**src/rtl/mcp_pkg.sv**
```systemverilog
package mcp_pkg;
    localparam int CTRL_W      = 16;
    localparam int STAT_W      = 4;
    localparam int SYNC_STAGES = 2;

    typedef struct packed {
        logic lvl;
        logic rise;
        logic fall;
    } pin_evt_t;

    function automatic pin_evt_t mk_evt(input logic cur, input logic prev);
        pin_evt_t e;
        e.lvl  = cur;
        e.rise = cur & ~prev;
        e.fall = ~cur & prev;
        return e;
    endfunction
endpackage

```
**src/rtl/mcp_sync.sv**
```systemverilog
module mcp_sync #(
    parameter int           W       = 1,
    parameter int           STAGES  = 2,
    parameter logic [W-1:0] RST_VAL = '0
) (
    input  logic         clk,
    input  logic         rst,
    input  logic [W-1:0] d_i,
    output logic [W-1:0] q_o,
    output logic [W-1:0] prev_o
);
    logic [W-1:0] chain [STAGES];

    always_ff @(posedge clk) begin
        if (rst) begin
            for (int s = 0; s < STAGES; s++) chain[s] <= RST_VAL;
            prev_o <= RST_VAL;
        end else begin
            chain[0] <= d_i;
            for (int s = 1; s < STAGES; s++) chain[s] <= chain[s-1];
            prev_o <= chain[STAGES-1];
        end
    end

    assign q_o = chain[STAGES-1];
endmodule

```
**src/rtl/mcp_ctrl.sv**
```systemverilog
module mcp_ctrl #(
    parameter int W = mcp_pkg::CTRL_W
) (
    input  logic         clk,
    input  logic         rst,
    input  logic         shift_i,
    input  logic         bit_i,
    input  logic         en_i,
    input  logic         rw_i,
    output logic [W-1:0] ctrl_o,
    output logic [W-1:0] mode_o,
    output logic         err_o
);
    logic apply;
    assign apply = en_i && !rw_i && !shift_i;

    always_ff @(posedge clk) begin
        if (rst) begin
            ctrl_o <= '0;
            mode_o <= '0;
            err_o  <= 1'b0;
        end else begin
            if (shift_i) ctrl_o <= {ctrl_o[W-2:0], bit_i};
            if (apply) mode_o <= ctrl_o;
            if (shift_i && en_i) err_o <= 1'b1;
        end
    end
endmodule

```
**src/rtl/mcp_stat.sv**
```systemverilog
module mcp_stat #(
    parameter int W = mcp_pkg::STAT_W
) (
    input  logic         clk,
    input  logic         rst,
    input  logic         capture_i,
    input  logic [W-1:0] code_i,
    input  logic         load_i,
    input  logic         shift_i,
    output logic [W-1:0] hold_o,
    output logic [W-1:0] stat_o
);
    always_ff @(posedge clk) begin
        if (rst) begin
            hold_o <= '0;
            stat_o <= '0;
        end else begin
            if (capture_i) hold_o <= code_i;
            if (load_i)        stat_o <= hold_o;
            else if (shift_i)  stat_o <= {1'b0, stat_o[W-1:1]};
        end
    end
endmodule

```
**src/rtl/modem_ctrl_port.sv**
```systemverilog
module modem_ctrl_port
    import mcp_pkg::*;
(
    input  logic              clk,
    input  logic              rst,
    input  logic              sclk_i,
    input  logic              en_i,
    input  logic              rw_i,
    input  logic              data_i,
    output logic              data_o,
    output logic              data_oe_o,
    input  logic              dv_n_i,
    input  logic [STAT_W-1:0] tone_i,
    input  logic              cd_n_i,
    input  logic              demod_i,
    output logic              rxd_o,
    output logic [CTRL_W-1:0] mode_o,
    output logic              proto_err_o
);
    localparam int NPIN = 7;
    localparam logic [NPIN-1:0] PIN_RST = 7'b0110000;

    // pin bundle: {dv_n, cd_n, demod, data, rw, en, sclk}
    logic [NPIN-1:0] pins, pins_q, pins_p;
    logic [STAT_W-1:0] tone_q, tone_p;

    assign pins = {dv_n_i, cd_n_i, demod_i, data_i, rw_i, en_i, sclk_i};

    mcp_sync #(.W(NPIN), .STAGES(SYNC_STAGES), .RST_VAL(PIN_RST)) u_pin_sync (
        .clk(clk), .rst(rst), .d_i(pins), .q_o(pins_q), .prev_o(pins_p)
    );

    mcp_sync #(.W(STAT_W), .STAGES(SYNC_STAGES), .RST_VAL('0)) u_tone_sync (
        .clk(clk), .rst(rst), .d_i(tone_i), .q_o(tone_q), .prev_o(tone_p)
    );

    pin_evt_t sclk_e, en_e, dv_e;
    logic rw_s, din_s, demod_s, cd_s;
    always_comb begin
        sclk_e  = mk_evt(pins_q[0], pins_p[0]);
        en_e    = mk_evt(pins_q[1], pins_p[1]);
        dv_e    = mk_evt(pins_q[6], pins_p[6]);
        rw_s    = pins_q[2];
        din_s   = pins_q[3];
        demod_s = pins_q[4];
        cd_s    = pins_q[5];
    end

    logic sclk_rise, en_rise, dv_fall, wr_shift, rd_shift, rd_load;
    assign sclk_rise = sclk_e.rise;
    assign en_rise   = en_e.rise;
    assign dv_fall   = dv_e.fall;
    assign wr_shift  = sclk_rise && !rw_s;
    assign rd_shift  = sclk_rise && rw_s;
    assign rd_load   = en_rise && rw_s;

    logic [CTRL_W-1:0] ctrl_q;
    logic [STAT_W-1:0] hold_q, stat_q;

    mcp_ctrl #(.W(CTRL_W)) u_ctrl (
        .clk(clk), .rst(rst), .shift_i(wr_shift), .bit_i(din_s),
        .en_i(en_e.lvl), .rw_i(rw_s),
        .ctrl_o(ctrl_q), .mode_o(mode_o), .err_o(proto_err_o)
    );

    mcp_stat #(.W(STAT_W)) u_stat (
        .clk(clk), .rst(rst), .capture_i(dv_fall), .code_i(tone_q),
        .load_i(rd_load), .shift_i(rd_shift),
        .hold_o(hold_q), .stat_o(stat_q)
    );

    assign data_o = stat_q[0];

    always_ff @(posedge clk) begin
        if (rst) begin
            data_oe_o <= 1'b0;
            rxd_o     <= 1'b1;
        end else begin
            data_oe_o <= rw_s;
            rxd_o     <= cd_s ? 1'b1 : demod_s;
        end
    end
endmodule

```
**config.mk**
```make
export PLATFORM = sky130hd
export DESIGN_NAME = modem_ctrl_port
export DESIGN_NICKNAME = d
export VERILOG_FILES = /design/src/rtl/mcp_pkg.sv /design/src/rtl/mcp_sync.sv /design/src/rtl/mcp_ctrl.sv /design/src/rtl/mcp_stat.sv /design/src/rtl/modem_ctrl_port.sv
export SDC_FILE = /design/constraint.sdc
export NUM_CORES = 1
export LEC_CHECK = 0
export ABC_CLOCK_PERIOD_IN_PS = 1700
export BUFFER_PORTS_ARGS = -buffer_cell sky130_fd_sc_hd__buf_2
export CAP_MARGIN = 20
export CORE_MARGIN = 4
export CORE_UTILIZATION = 60
export CTS_BUF_LIST = sky130_fd_sc_hd__clkbuf_4
export CTS_CLUSTER_SIZE = 8
export DETAILED_ROUTE_END_ITERATION = 10
export PLACE_DENSITY = 0.83
export SLEW_MARGIN = 40
export SYNTH_ARGS = -nofsm -noshare
export SYNTH_HDL_FRONTEND = slang
export SYNTH_SLANG_ARGS = --single-unit
export TNS_END_PERCENT = 1
```
**constraint.sdc**
```tcl
create_clock -name clk -period 1.7 [get_ports clk]
set_input_delay 0.085 -clock clk [delete_from_list [all_inputs] [get_ports clk]]
set_output_delay 0.085 -clock clk [all_outputs]
set_load 0.05 [all_outputs]
```
; Yosys cells after proc, flatten, opt, wreduce, memory -nomap -nowiden
; Memories as Yosys holds them, arrays and structs flattened. A register that Yosys moved wholly into a read port is not among the register bits.
; Index checks and enable logic that the tools add are counted.
; W data, S select, Z words.
[word_totals]
regBits = 46
latch_bits = 0
mem_bits_rw = 22
romBits = 0
input_bits = 13
out_inout_bits = 20
wordCells = 38
memories = 2
[memory_table]
columns = name, depth, word_bits, read_ports, rd_ports_with_merged_regs, write_ports, line_no
row1 = u_pin_sync.chain, 2, 7, 2, 0, 2, mcp_sync.sv:12  ; logic [W-1:0] chain [STAGES];
row2 = u_tone_sync.chain, 2, 4, 2, 1, 2, mcp_sync.sv:12
[op_classes]
addsub = 0
multipliers = 0
div = 0
n_lt_le_gt_ge = 0
eq_ne = 0
n_shift = 0
muxes = 9
bitwise_logic = 10
reduce_logical = 10
[op_table]
columns = operator, count
row1 = $mux W4, 4
row2 = $mux W7, 2
row3 = $logic_and A1 B1 Y1, 6
row4 = $or A1 B1 Y1, 4
row5 = $and A1 B1 Y1, 3
row6 = $mux W1, 3
row7 = $not A1 Y1, 3
row8 = $logic_not A1 Y1, 2
row9 = $reduce_bool A2 Y1, 1
row10 = $reduce_or A2 Y1, 1

; Longest topological paths before layout
[logic_depth]
ltp_word = 5
depth_mapped = 6
mapped_depth_nobuf = 4

; Modules after synthesis
; From an unflattened synthesis, not the netlist that was laid out.
[unflattened]
hier_cells = 244
hier_area_um2 = 2751.4
[modules_own_cells]
columns = mod, n_inst, cells_per_inst, area_each_um2, seq_area_each_um2
row1 = mcp_ctrl, 1, 125, 1332.5, 660.6
row2 = mcp_sync (u_pin_sync), 1, 51, 621.8, 420.4
row3 = mcp_sync (u_tone_sync), 1, 29, 396.6, 240.2
row4 = mcp_stat, 1, 31, 316.6, 160.2
row5 = modem_ctrl_port, 1, 8, 83.8, 40.0

; Least setup slack after synthesis
; No wires, ideal clock.
[synth_path]
path_type = register -> register
startpoint = mem u_pin_sync.chain[0][8] in the netlist's numbering
endpoint = reg u_stat.stat_o[2]
setup_ns = 0.103
arrival_ns = 1.050
t_required_ns = 1.597
setup_slack_ns = 0.546
stages_incl_launch_ff = 5
path_buffers = 0
period_less_slack_ns = 1.154
cell_sequence = dfxtp_1 -> nor2b_1 -> o21ai_1 -> nor2b_1 -> a2111oi_2
[synth_rtl]
columns = item, line_no
row1 = "start, declared", mcp_sync.sv:12
row2 = "end signal, assigned", mcp_stat.sv:19  ; if (load_i) stat_o <= hold_o;
row3 = "end signal, assigned", mcp_stat.sv:20  ; else if (shift_i) stat_o <= {1'b0, stat_o[W-1:1]};
row4 = "end, declared", mcp_stat.sv:11  ; output logic [W-1:0] stat_o

==> reports/results.tsv <==
metric	value	unit
clock skew	4.134	ps
Core ar.	0.003442	mm^2
Die W	68.65	um
prevailing post-synth register cell	dfxtp_1	
mapped cell area	0.002207	mm^2
final setup margin	385.0	ps
Worst Tran Pin Value	544.5	ps
clk root buf	clkbuf_4	
Worst Path Required	2010	ps
port bufs	32	
ranking of synthesized cells by area	dfxtp_1 62%, nand2_1 11%, a21oi_1 8.2%	
warnings from Yosys	0	
Seq/Total Area, Yosys	0.6168	
Clk Latency, worst-skew pair	390	ps
Reg area	0.001361	mm^2
Crit. End Element	flip-flop	
Starting Density	0.6412	
Simple-Gate Fraction of Synth Area	0.2370	
RSZ-0062 raised after global routing	no	
DIE AREA	0.004713	mm^2
Global Route Usage Sum	0.1903	
Post-synth EDFFs	0	
f_max	760.4	MHz
CP Class	flip-flop to flip-flop	
max-slew violations	0	
critical path fanouts, max	16	
post-synthesis compound-gate area fraction	0.1020	
Clock Pin Slew Worst Setup and Hold Paths	90	ps
area occupied by multi-input gates	778.2	um^2
Max-slew headroom	0.6370	
static leakage	1.005	nW
post-synth top area cell	dfxtp_1	
Final #Nets	298	
Fin. Hold Viols	0	
DRT iter0 DRCs	116	
cell with the most instances after synthesis	dfxtp_1	
total grt overflow	0	
asr flop ratio synth	0	
Tmin final	1315	ps
first-pass GRT wire length	6403	um
ant diodes	0	
vias post-DR	1638	
setup TNS	0	ps
fin crit share	0.7736	
antenna violations before repair	0	
vias in the first global route	1486	
# DRC	0	
Peak VDD IR	858.9	uV
Seq cells post-synth	68	
CTS Buf Count	9	
most frequent cells after synthesis	68 x dfxtp_1, 67 x nand2_1, 36 x a21oi_1, 25 x nor2b_1, 8 x nor2_1	
Via density	4.934	
drt wl/cell	11.33	um
post-synth top area share	0.6168	
largest family of logic cells by synthesized area	simple AND/OR/NAND/NOR gates	
synth-to-layout area growth	17.57	%
largest net degree at the start of global routing	23	
die height	68.65	um
Worst Hold Class	input pin to flip-flop	
CTS Sinks	68	
post-route ant nets	0	
mux contribution to synthesized area	0.01361	
DP Wirelength	2393	um
Syn Inst Count	240	
xor and xnor fraction of the mapped netlist area	0	
WL final	3761	um
PD cells	968.6	mW/mm^2
CP Data Arrival Time	1630	ps
layout cells sized above 1	0.1958	
Layout fillers	267	
top-level I/O count	33	
syn_area_per_cell	9.196	um^2
Setup Viol. Count Final	0	
CTS tree	yes	
syn_nets	253	
Synth Area in Adders	0	
Core Rows	21	
RD Place Congestion	0.7514	
Setup crit start kind	flip-flop	
status	finished, final reports clean	
max_cap viols	0	
synth unique cells	22	
CTS Buffer Depth	2	
CTS H-tree lvls	3	
Pre-antenna DRT Iters	4	
dpl ws	361.9	ps
## kinds of logic (layout without fill, tap and decap cells)
| logic type | count (synthesis) | in the layout |
|---|---|---|
| flip-flops | 68 | 68 |
| AO/OA/AOI/OAI | 41 | 41 |
| AND/OR/NAND/NOR | 113 | 113 |
| buffers and inverters | 15 | 61 |
| multiplexers | 3 | 3 |
## per-layer routing
layer  vias up  part of all wire  routed length (um)  global-route usage
met5         -                 0                   0                   0
met4         0             0.022                  84             0.09677
met3         8             0.061                 229             0.07780
met2        40              0.48                1806              0.3135
met1       734              0.44                1641              0.2098
li1        856                 -                   -                   -
## cell usage in the layout, fill, tap and decap left out, types with 2 or more instances in the layout
master and count:
nand2_1 67, nand2b_1 2, or2_2 4, buf_2 32, a21oi_1 36, nor2b_2 2, nor2_1 8, and2_1 2
buf_4 5, nor2b_1 25, a32oi_1 2, dfxtp_1 68, clkbuf_4 11, mux2i_1 3, dlygate4sd3_1 11
## per-stage QoR
stage / hold WS [ps] / utilization / cell area, um^2 / total power (W) / std cells
final: 97.40 / 0.7539 / 2595 / 0.002514 / 332
after global routing: 89.46 / 0.7539 / 2595 / 0.002635 / 332
after CTS: 83.61 / 0.7539 / 2595 / 0.002529 / 332
after detailed placement: 273.5 / 0.6968 / 2399 / 0.001765 / 309
after global placement: 266.9 / 0.6968 / 2399 / 0.001761 / 309
after floorplan: 187.2 / - / 2207 / 0.001735 / 240
## worst max-delay path: stages, from the launching register on
cell     delay, ps
dfxtp_1        460
nor2b_2         90
nand2_1        400
nand2_1        100
a21oi_1        190
## registers in the layout (all words and copies together), names as in the netlist
register and count:
rxd_o 1, u_ctrl.ctrl_o 16, u_ctrl.err_o 1, u_ctrl.mode_o 16, u_pin_sync.chain 14, u_pin_sync.prev_o 4
u_stat.hold_o 4, u_stat.stat_o 4, u_tone_sync.chain 8
## worst paths after layout
kind,startpoint,endpoint,slack (ps),cells past startpoint
worst max-delay path,u_pin_sync.chain[0][9],u_ctrl.mode_o[7],380,4
worst min-delay path,rst,u_stat.stat_o[3],100,2
worst max register to register,u_pin_sync.chain[0][9],u_ctrl.mode_o[7],380,4
worst min register to register,u_pin_sync.chain[0][11],rxd_o,410,1
## cell type report
class | instances | share of cell area
well taps | 46 | 0.02218
clock inverters | 1 | 0.001446
repair buffers | 48 | 0.1186
clock buffers | 11 | 0.03182
inverters | 1 | 0.001446
flip-flops and latches | 68 | 0.5246
multi-input cells | 157 | 0.2999
## report_power, final
| part | switching, W | internal, W | total, W | leakage, nW |
|---|---|---|---|---|
| Clock | 0.000467 | 0.000299 | 0.000766 | 0.0522 |
| Combinational | 0.0000634 | 0.0000550 | 0.000118 | 0.400 |
| Sequential | 0.00000906 | 0.00162 | 0.00163 | 0.553 |
## timing repair
item | CTS | global route
hold buffers | 11 | 0
endpoints found under the hold margin | 11 | 0
resized for setup | 0 | 0
setup buffers | 0 | 0
No activity file was read; power rests on OpenSTA's default activity.
